===== config.mk =====
export PLATFORM = sky130hd
export DESIGN_NAME = tdm_serial_port
export DESIGN_NICKNAME = d
export VERILOG_FILES = /design/src/rtl/tdm_serial_port.sv
export SDC_FILE = /design/constraint.sdc
export NUM_CORES = 1
export LEC_CHECK = 0
export BUFFER_PORTS_ARGS = -buffer_cell sky130_fd_sc_hd__buf_2
export CAP_MARGIN = 30
export CELL_PAD_IN_SITES_DETAIL_PLACEMENT = 0
export CELL_PAD_IN_SITES_GLOBAL_PLACEMENT = 1
export CORE_MARGIN = 2
export CORE_UTILIZATION = 45
export DETAILED_ROUTE_END_ITERATION = 12
export PLACE_DENSITY_LB_ADDON = 0.2
export SLEW_MARGIN = 10
export SYNTH_ARGS = -nofsm -noshare
export SYNTH_HDL_FRONTEND = slang
export SYNTH_SLANG_ARGS = --single-unit

===== constraint.sdc =====
create_clock -name clk -period 3.1 [get_ports clk]
set_input_delay 0.62 -clock clk [delete_from_list [all_inputs] [get_ports clk]]
set_output_delay 0.62 -clock clk [all_outputs]
set_load 0.01 [all_outputs]

===== src/rtl/tdm_serial_port.sv =====
module tdm_serial_port #(
  parameter int SLOTS    = 12,
  parameter int SLOT_W   = 8,
  parameter int HALF_DIV = 4,
  localparam int SW = $clog2(SLOTS),
  localparam int BW = $clog2(SLOT_W),
  localparam int CW = $clog2(HALF_DIV)
) (
  input  logic              clk,
  input  logic              rst_n,
  input  logic              run,
  input  logic              master,
  input  logic [1:0]        fmt,
  input  logic [SLOTS-1:0]  slot_en,
  input  logic [SLOTS-1:0]  slot_dir,
  input  logic              irq_mask,
  input  logic              irq_clr,
  input  logic              tx_wr,
  input  logic [SW-1:0]     tx_wr_slot,
  input  logic [SLOT_W-1:0] tx_wr_data,
  input  logic              rx_rd,
  input  logic [SW-1:0]     rx_rd_slot,
  output logic [SLOT_W-1:0] rx_rd_data,
  output logic              tx_dma_req,
  input  logic              tx_dma_clr,
  output logic              rx_dma_req,
  input  logic              rx_dma_clr,
  output logic              irq,
  output logic              tx_underrun,
  output logic              rx_overrun,
  input  logic              bclk_in,
  input  logic              fsync_in,
  input  logic              rxd,
  output logic              bclk_o,
  output logic              fsync_o,
  output logic              txd,
  output logic              txd_oe
);
  localparam logic [1:0] FMT_MP  = 2'd1;
  localparam logic [1:0] FMT_IOM = 2'd2;

  logic [SLOT_W-1:0] tx_buf [SLOTS];
  logic [SLOT_W-1:0] rx_buf [SLOTS];
  logic [SLOTS-1:0]  tx_full, rx_full, tx_act, rx_act;
  logic [CW-1:0]     div_q;
  logic [2:0]        bclk_s;
  logic [1:0]        fsync_s, rxd_s;
  logic              fs_prev, live, cyc_q, cyc_n;
  logic [SW-1:0]     slot_q, slot_n;
  logic [BW-1:0]     bit_q, bit_n;
  logic [SLOT_W-2:0] rx_sh;

  wire dbl       = fmt == FMT_IOM;
  assign tx_act  = slot_en & ((fmt == FMT_MP) ? slot_dir : '1);
  assign rx_act  = slot_en & ((fmt == FMT_MP) ? ~slot_dir : '1);
  wire div_wrap  = div_q == CW'(HALF_DIV - 1);
  wire rise_ev   = run & (master ? (div_wrap & ~bclk_o) : (bclk_s[1] & ~bclk_s[2]));
  wire fall_ev   = run & (master ? (div_wrap & bclk_o) : (~bclk_s[1] & bclk_s[2]));
  wire last_cyc  = ~dbl | cyc_q;
  wire last_bit  = bit_q == BW'(SLOT_W - 1);
  wire last_slot = slot_q == SW'(SLOTS - 1);
  wire frame_ev  = rise_ev & last_cyc & last_bit & last_slot;
  wire lock      = ~master & fall_ev & fsync_s[1] & ~fs_prev;
  wire rx_take   = fall_ev & live & last_cyc & rx_act[slot_q];
  wire rx_store  = rx_take & last_bit;
  wire [SLOT_W-1:0] rx_byte = {rx_sh, rxd_s[1]};
  wire slot_go   = rise_ev & ~cyc_n & (bit_n == '0) & tx_act[slot_n];

  always_comb begin
    slot_n = slot_q;
    bit_n  = bit_q;
    cyc_n  = 1'b1;
    if (last_cyc) begin
      cyc_n = 1'b0;
      bit_n = last_bit ? '0 : bit_q + 1'b1;
      if (last_bit) slot_n = last_slot ? '0 : slot_q + 1'b1;
    end
  end

  assign txd        = tx_buf[slot_q][BW'(SLOT_W - 1) - bit_q];
  assign txd_oe     = run & live & tx_act[slot_q];
  assign fsync_o    = run & master & live & (slot_q == '0) & (bit_q == '0);
  assign rx_rd_data = rx_buf[rx_rd_slot];

  always_ff @(posedge clk or negedge rst_n) begin
    if (!rst_n) begin
      div_q   <= '0;
      bclk_o  <= 1'b0;
      bclk_s  <= '0;
      fsync_s <= '0;
      rxd_s   <= '0;
      fs_prev <= 1'b0;
      live    <= 1'b0;
      slot_q  <= SW'(SLOTS - 1);
      bit_q   <= BW'(SLOT_W - 1);
      cyc_q   <= 1'b1;
      rx_sh   <= '0;
    end else begin
      bclk_s  <= {bclk_s[1:0], bclk_in};
      fsync_s <= {fsync_s[0], fsync_in};
      rxd_s   <= {rxd_s[0], rxd};
      if (!run || !master) begin
        div_q  <= '0;
        bclk_o <= 1'b0;
      end else if (div_wrap) begin
        div_q  <= '0;
        bclk_o <= ~bclk_o;
      end else begin
        div_q  <= div_q + 1'b1;
      end
      if (!run)         fs_prev <= 1'b0;
      else if (fall_ev) fs_prev <= fsync_s[1];
      if (!run) begin
        live   <= 1'b0;
        slot_q <= SW'(SLOTS - 1);
        bit_q  <= BW'(SLOT_W - 1);
        cyc_q  <= 1'b1;
      end else if (lock) begin
        live   <= 1'b1;
        slot_q <= '0;
        bit_q  <= '0;
        cyc_q  <= 1'b0;
      end else if (rise_ev) begin
        live   <= 1'b1;
        slot_q <= slot_n;
        bit_q  <= bit_n;
        cyc_q  <= cyc_n;
      end
      if (rx_take) rx_sh <= rx_byte[SLOT_W-2:0];
    end
  end

  always_ff @(posedge clk) begin
    if (tx_wr)    tx_buf[tx_wr_slot] <= tx_wr_data;
    if (rx_store) rx_buf[slot_q]     <= rx_byte;
  end

  always_ff @(posedge clk or negedge rst_n) begin
    if (!rst_n) begin
      tx_full     <= '0;
      rx_full     <= '0;
      tx_underrun <= 1'b0;
      rx_overrun  <= 1'b0;
      irq         <= 1'b0;
      tx_dma_req  <= 1'b0;
      rx_dma_req  <= 1'b0;
    end else begin
      if (irq_clr) begin
        tx_underrun <= 1'b0;
        rx_overrun  <= 1'b0;
        irq         <= 1'b0;
      end
      if (slot_go) begin
        tx_full[slot_n] <= 1'b0;
        if (!tx_full[slot_n]) tx_underrun <= 1'b1;
      end
      if (tx_wr) tx_full[tx_wr_slot] <= 1'b1;
      if (rx_rd) rx_full[rx_rd_slot] <= 1'b0;
      if (rx_store) begin
        rx_full[slot_q] <= 1'b1;
        if (rx_full[slot_q]) rx_overrun <= 1'b1;
      end
      if (frame_ev && !irq_mask) irq <= 1'b1;
      if (tx_dma_clr) tx_dma_req <= 1'b0;
      if (frame_ev && |tx_act) tx_dma_req <= 1'b1;
      if (rx_dma_clr) rx_dma_req <= 1'b0;
      if (frame_ev && |rx_act) rx_dma_req <= 1'b1;
    end
  end

  assert_bclk_hold_R2: assert property (@(posedge clk) disable iff (!rst_n)
    (run && master && !div_wrap) |=> $stable(bclk_o));
  assert_fsync_on_rise_R1: assert property (@(posedge clk) disable iff (!rst_n)
    (master && $rose(fsync_o)) |-> $rose(bclk_o));
  assert_txreq_hold_R7: assert property (@(posedge clk) disable iff (!rst_n)
    (tx_dma_req && !tx_dma_clr) |=> tx_dma_req);
  assert_rxreq_hold_R7: assert property (@(posedge clk) disable iff (!rst_n)
    (rx_dma_req && !rx_dma_clr) |=> rx_dma_req);
  assert_irq_masked_R8: assert property (@(posedge clk) disable iff (!rst_n)
    (irq_mask && !irq) |=> !irq);
  assert_underrun_sticky_R9: assert property (@(posedge clk) disable iff (!rst_n)
    (tx_underrun && !irq_clr) |=> tx_underrun);
  assert_overrun_sticky_R9: assert property (@(posedge clk) disable iff (!rst_n)
    (rx_overrun && !irq_clr) |=> rx_overrun);
  assert_idle_quiet_R10: assert property (@(posedge clk) disable iff (!rst_n)
    !run |=> (!bclk_o && !txd_oe));
endmodule


# --- Yosys cells after proc, flatten, opt, wreduce, memory -nomap -nowiden ---
# Memory sizes are Yosys's and may differ from the RTL's.
# Index checks and enable logic that the tools add are counted.
word_totals:
  output_inout_bits: 17
  ramBits: 192
  elab_cells: 168
  mem_count: 2
  in_bits: 55
  regBits: 56
classes:
  order_cmp: 9
  add_sub_neg: 4
  n_eq_ne: 7
  bitwise: 40
  n_reduce_logical: 20
  muxes: 68
memory_table:
  columns: ["name", "words", "width", "read_ports", "rd_ports_with_merged_regs", "write_ports", "line_no", "rtl"]
  rows:
  - ["rx_buf", 12, 8, 1, 0, 1, "43", "logic [SLOT_W-1:0] rx_buf [SLOTS];"]
  - ["tx_buf", 12, 8, 1, 0, 1, "42", "logic [SLOT_W-1:0] tx_buf [SLOTS];"]
ops:
  columns: ["op", "n"]
  rows:
  - ["$mux 12", 6]
  - ["$and 12x12->12", 4]
  - ["$mux 1", 39]
  - ["$not 12->12", 3]
  - ["$and 1x1->1", 24]
  - ["$mux 4", 6]
  - ["$or 12x12->12", 2]
  - ["$reduce_or 12->1", 2]
  - ["$bmux 1 s4", 5]
  - ["$lt 4x5->1 const B", 4]
  - ["$demux 1 s4", 4]
  - ["$ge 4x1->1 const B", 4]
  - ["$mux 3", 5]
  - ["$reduce_bool 2->1", 4]
  - ["$logic_and 1x1->1", 7]
  - ["$logic_not 3->1", 2]
  - ["$not 1->1", 6]
  - ["$add 4x1->4 const B", 1]
  - ["$eq 2x2->1 const B", 2]
  - ["$eq 4x4->1 const B", 1]
  - ["$logic_not 4->1", 1]
  - ["$lt 3x4->1 const B", 1]
  - ["$mux 2", 2]
  - ["$add 3x1->3 const B", 1]
  - ["other kinds (10)", 12]

# --- Logic depth before layout (Yosys ltp) ---
depth:
  word_depth: 13
  mapped_depth: 10
  depth_no_buf: 9

# --- Least setup slack after synthesis ---
# OpenSTA, ideal clock, no wires.
synth_timing:
  path_kind: "in2reg"
  from: "input port fmt[1]"
  to: "memory rx_buf[1][0], enable pin"
  cell_stages: 8
  required_time_ns: 2.717
  path_slack_ns: -0.097
  arrival_time_ns: 2.814
  cell_sequence: "nand2b_2 > buf_6 > o21ai_0 > mux4_2 > mux2_2 > a211o_1 > buf_2 > nor3_1"
synth_between:
  elab_chain_cells: 9
synth_rtl:
  columns: ["element", "line_no", "rtl"]
  rows:
  - ["from (decl)", "13", "input logic [1:0] fmt,"]
  - ["$eq 2x1->1", "55", "assign rx_act = slot_en & ((fmt == FMT_MP) ? ~slot_dir : '1);"]
  - ["$mux 12", "55", null]
  - ["$and 12x12->12", "55", null]
  - ["$bmux 1 s4", "64", "wire rx_take = fall_ev & live & last_cyc & rx_act[slot_q];"]
  - ["$mux 1 (implied by the code)", "64", null]
  - ["$and 1x1->1 *", "64", null]
  - ["$and 1x1->1 *", "65", "wire rx_store = rx_take & last_bit;"]
  - ["$mux 1 *", "135", "if (rx_store) rx_buf[slot_q] <= rx_byte;"]
  - ["$mux 1 (implied by the code) *", "135", null]
  - ["to (decl)", "43", null]
# Mark *: on every way between the ends. The rest lies on a longest branch, timed or not. The select of a mux whose other input is x is not followed.

# --- Worst setup path in the final report ---
layout_timing:
  from: "register slot_q[0]"
  to: "output port txd"
layout_between:
  elab_chain_cells: 3
layout_rtl:
  columns: ["element", "line_no", "rtl"]
  rows:
  - ["from (decl)", "49", "logic [SW-1:0] slot_q, slot_n;"]
  - ["from (signal assigned)", "94", "slot_q <= SW'(SLOTS - 1);"]
  - ["from (signal assigned)", "115", "slot_q <= SW'(SLOTS - 1);"]
  - ["from (signal assigned)", "125", "slot_q <= slot_n;"]
  - ["$mem_v2 12x8", null, null]
  - ["$bmux 1 s3", "80", "assign txd = tx_buf[slot_q][BW'(SLOT_W - 1) - bit_q];"]
  - ["$mux 1 (implied by the code)", "80", null]
  - ["to (decl)", "36", "output logic txd,"]
# No other way between the ends. The select of a mux whose other input is x is not followed.

==> impl_metrics.json <==
{
  "multi_input_area_mm2": 0.00353,
  "p_leak_nw": 5.04,
  "die_x_um": 160,
  "crit_chain": "buf_12 > mux4_2 > nand2_1 > nand2_1 > mux4_2 > mux4_2 > buf_6",
  "ctsHoldBuffers": 0,
  "end_kind": "output pin",
  "synth-adder-area-share_pct": 0.914,
  "grt_setup_unrepaired": "true",
  "yosys-top-cells-area": "edfxtp_1 (53%), mux4_2 (13%), dfrtp_1 (11%)",
  "hpwlAfterDp_um": 17200,
  "hold_violations": 0,
  "async_flop_share_pct": 22.6,
  "clk_pin_slew_worst_paths_ns": 0.06,
  "fp.dieH_um": 160,
  "cts_inserted_buffers": 26,
  "power_mw": 7.63,
  "post-route-drc-count": 0,
  "grt_usage_pct": 19.6,
  "status": "finished, violations left",
  "fin_crit_sh_pct": 118,
  "critPathLaunchType": "flop",
  "clockRootBuffer": "clkbuf_16",
  "ff_latch_area_mm2": 0.00718,
  "fin_worst_skew_ns": 0.0120,
  "yosysSeqAreaShare_pct": 65.5,
  "synth_warnings": 0,
  "synth.top_cells.by_count": "edfxtp_1 (192), mux4_2 (62), nand2_1 (57)",
  "antenna_cells": 0,
  "htreeDepth": 1,
  "synth_top_area_share_pct": 52.6,
  "r2r-end": "tx_underrun$_DFF_PN0_",
  "violations": "negative setup slack",
  "firstDrtPassIters": 5,
  "ys.flop_type": "edfxtp_1",
  "die_area_mm2": 0.0256,
  "synth-edff-count": 192,
  "io_buffers": 71,
  "whs_ns": 0.0325,
  "ant_nets": 0,
  "slowest_delay_ns": 0.59,
  "antenna_found_initial": 0,
  "synth_top_area_cell": "edfxtp_1",
  "synth_top_family_by_area": "multiplexers",
  "syn_inst": 704,
  "syn_avg_cell_area_um2": 15.6,
  "m1WireLength_um": 10700,
  "n_fill_cell": 2047,
  "max-cap-violations": 0,
  "avgViaCountPerCell": 5.54,
  "hold_path.class": "in2async",
  "nNetsFinal": 909,
  "ys_ff_latch": 248,
  "layout_setup_ws_ns": -0.568,
  "worst_slew_pin_slew_ns": 0.657,
  "grt_max_degree": 30,
  "synth_xor_area_share_pct": 0.160,
  "drive_gt1_share_pct": 32.9,
  "fp-row-count": 57,
  "io_pins": 72,
  "design_area_mm2": 0.0131,
  "synth_fp_nets": 767,
  "area_growth_pct": 20.0,
  "grt-ovfl-total": 0,
  "worstReg2RegStart": "slot_q[1]$_DFFE_PN1P_",
  "vias": 6598,
  "drt_iter0_markers": 330,
  "place_congestion": 0.902,
  "drv_slew": 0,
  "worstSkewPairLatency_ns": 0.52,
  "clock_path_buffers": 3,
  "path_max_fanout": 9,
  "met2_wirelength_um": 12000,
  "worstRegToRegCells": 9,
  "worst_path_most_repeated_cell": "mux4_2",
  "postPlaceCellArea_mm2": 0.0121,
  "wl_met3_um": 1140,
  "arrival_ns": 3.05,
  "cts_sinks": 248,
  "cts_tree": "built",
  "wl_um": 24400,
  "synth_compound_area_share_pct": 7.22,
  "synth.most_common_cell": "edfxtp_1",
  "worstPathRequired_ns": 2.48,
  "start_util_pct": 45.4,
  "ir_drop_v": 0.000478,
  "synthMuxAreaShare_pct": 15.7,
  "wl_per_cell_um": 20.5,
  "relSlewSlack_pct": 56.2,
  "grt_pass1_vias": 6903,
  "period_minus_slack_ns": 3.67,
  "core_mm2": 0.0241,
  "grt_first_pass_wirelength_um": 38900,
  "max_freq_mhz": 273,
  "p_per_area_mw_per_mm2": 580,
  "cpMaxStageDelayCell": "dfstp_2",
  "setup_violations": 1,
  "rrSetupSlack_ns": 0.18,
  "ys_types": 66,
  "synth-simple-area-share_pct": 7.98,
  "syn-cell-area_mm2": 0.0110,
  "worstSetupPathType": "reg2out",
  "top_layer": "met4"
}
-- how the worst max path moves through the flow --
| stage | startpoint | to | slack, ns | cells after the start |
|---|---|---|---|---|
| 2_1_floorplan | fmt[1] | rx_buf[1][0]$_DFFE_PP_ | -0.1 | 8 |
| 3_3_place_gp | slot_q[0]$_DFFE_PN1P_ | txd | -0.06 | 7 |
| 3_5_place_dp | fmt[1] | rx_buf[3][1]$_DFFE_PP_ | -0.1 | 8 |
| 4_1_cts | slot_q[0]$_DFFE_PN1P_ | txd | -0.63 | 7 |
| 5_1_grt | slot_q[0]$_DFFE_PN1P_ | txd | -0.69 | 7 |
| 6_report | slot_q[0]$_DFFE_PN1P_ | txd | -0.57 | 7 |
-- per-layer routing --
layer  track usage [%]  vias to the layer above
met1              27.4                     3333
met5                 0                        -
met4              5.08                        0
met2              32.9                      168
li1                  -                     3063
met3              2.55                       34
-- cell usage in the layout, fill, tap and decap left out, drive strengths merged, types with 8 or more instances in the layout --
master	count
a31oi	8
mux2	9
nor2	28
clkbuf	42
edfxtp	192
inv	25
dfrtp	49
nor3	25
nand2b	11
nand2	57
a21o	8
mux4	62
ha	8
mux2i	20
o21ai	61
a21oi	14
nand4	12
buf	146
-- what timing repair did --
action / in CTS / in global routing
setup buffers: 2 / 7
hold endpoints to repair: 0 / 0
setup endpoints to repair: 99 / 79
pin swaps: 0 / 2
cloned: 1 / 0
gates resized for setup: 4 / 9
-- state kept, by name (all words and copies together), names as in the netlist, 3 cells and up --
register,count
bclk_s,3
slot_q,4
rx_sh,7
rx_full,12
bit_q,3
tx_buf,96
tx_full,12
rx_buf,96
-- worst max-delay path, delay by kind of cell (launching register included) --
family	cells	cell delay, ns
simple gates	2	0.16
mux	3	1.49
flops	1	0.59
buf+inv	2	0.30
-- where the power goes --
group,switching (mW),internal (mW)
clock,1.18,1.87
combinational,0.460,0.404
sequential,0.0500,3.66
total,1.69,5.94
-- kinds of logic (layout without fill, tap and decap cells) --
group / Yosys count / count (layout)
DFF: 248 / 248
and+or+nand+nor: 171 / 171
AOI/OAI and AO/OA: 125 / 125
muxes: 91 / 91
buffers and inverters: 59 / 221
adders and majority gates: 8 / 8
xor gates and xnor gates: 2 / 2
-- per-stage QoR --
stage	worst slack [ns]	instances	setup TNS (ns)	util (%)
CTS	-0.634	1184	-0.719	54.2
global placement	-0.0636	1132	-3.71	50.3
floorplan	-0.0972	704	-6.81	-
global route	-0.689	1190	-0.786	54.5
detailed placement	-0.0995	1133	-5.56	50.4
finish	-0.568	1190	-0.568	54.5
-- layout make-up --
class	count	share of cell area, %
flip-flops and latches	248	54.6
multi-input cells	397	26.9
repair buffers	147	8.04
clock buffers	42	6.19
well taps	324	3.08
inverters	26	0.781
clock inverters	6	0.419
Power figures use the tool's default switching activity.
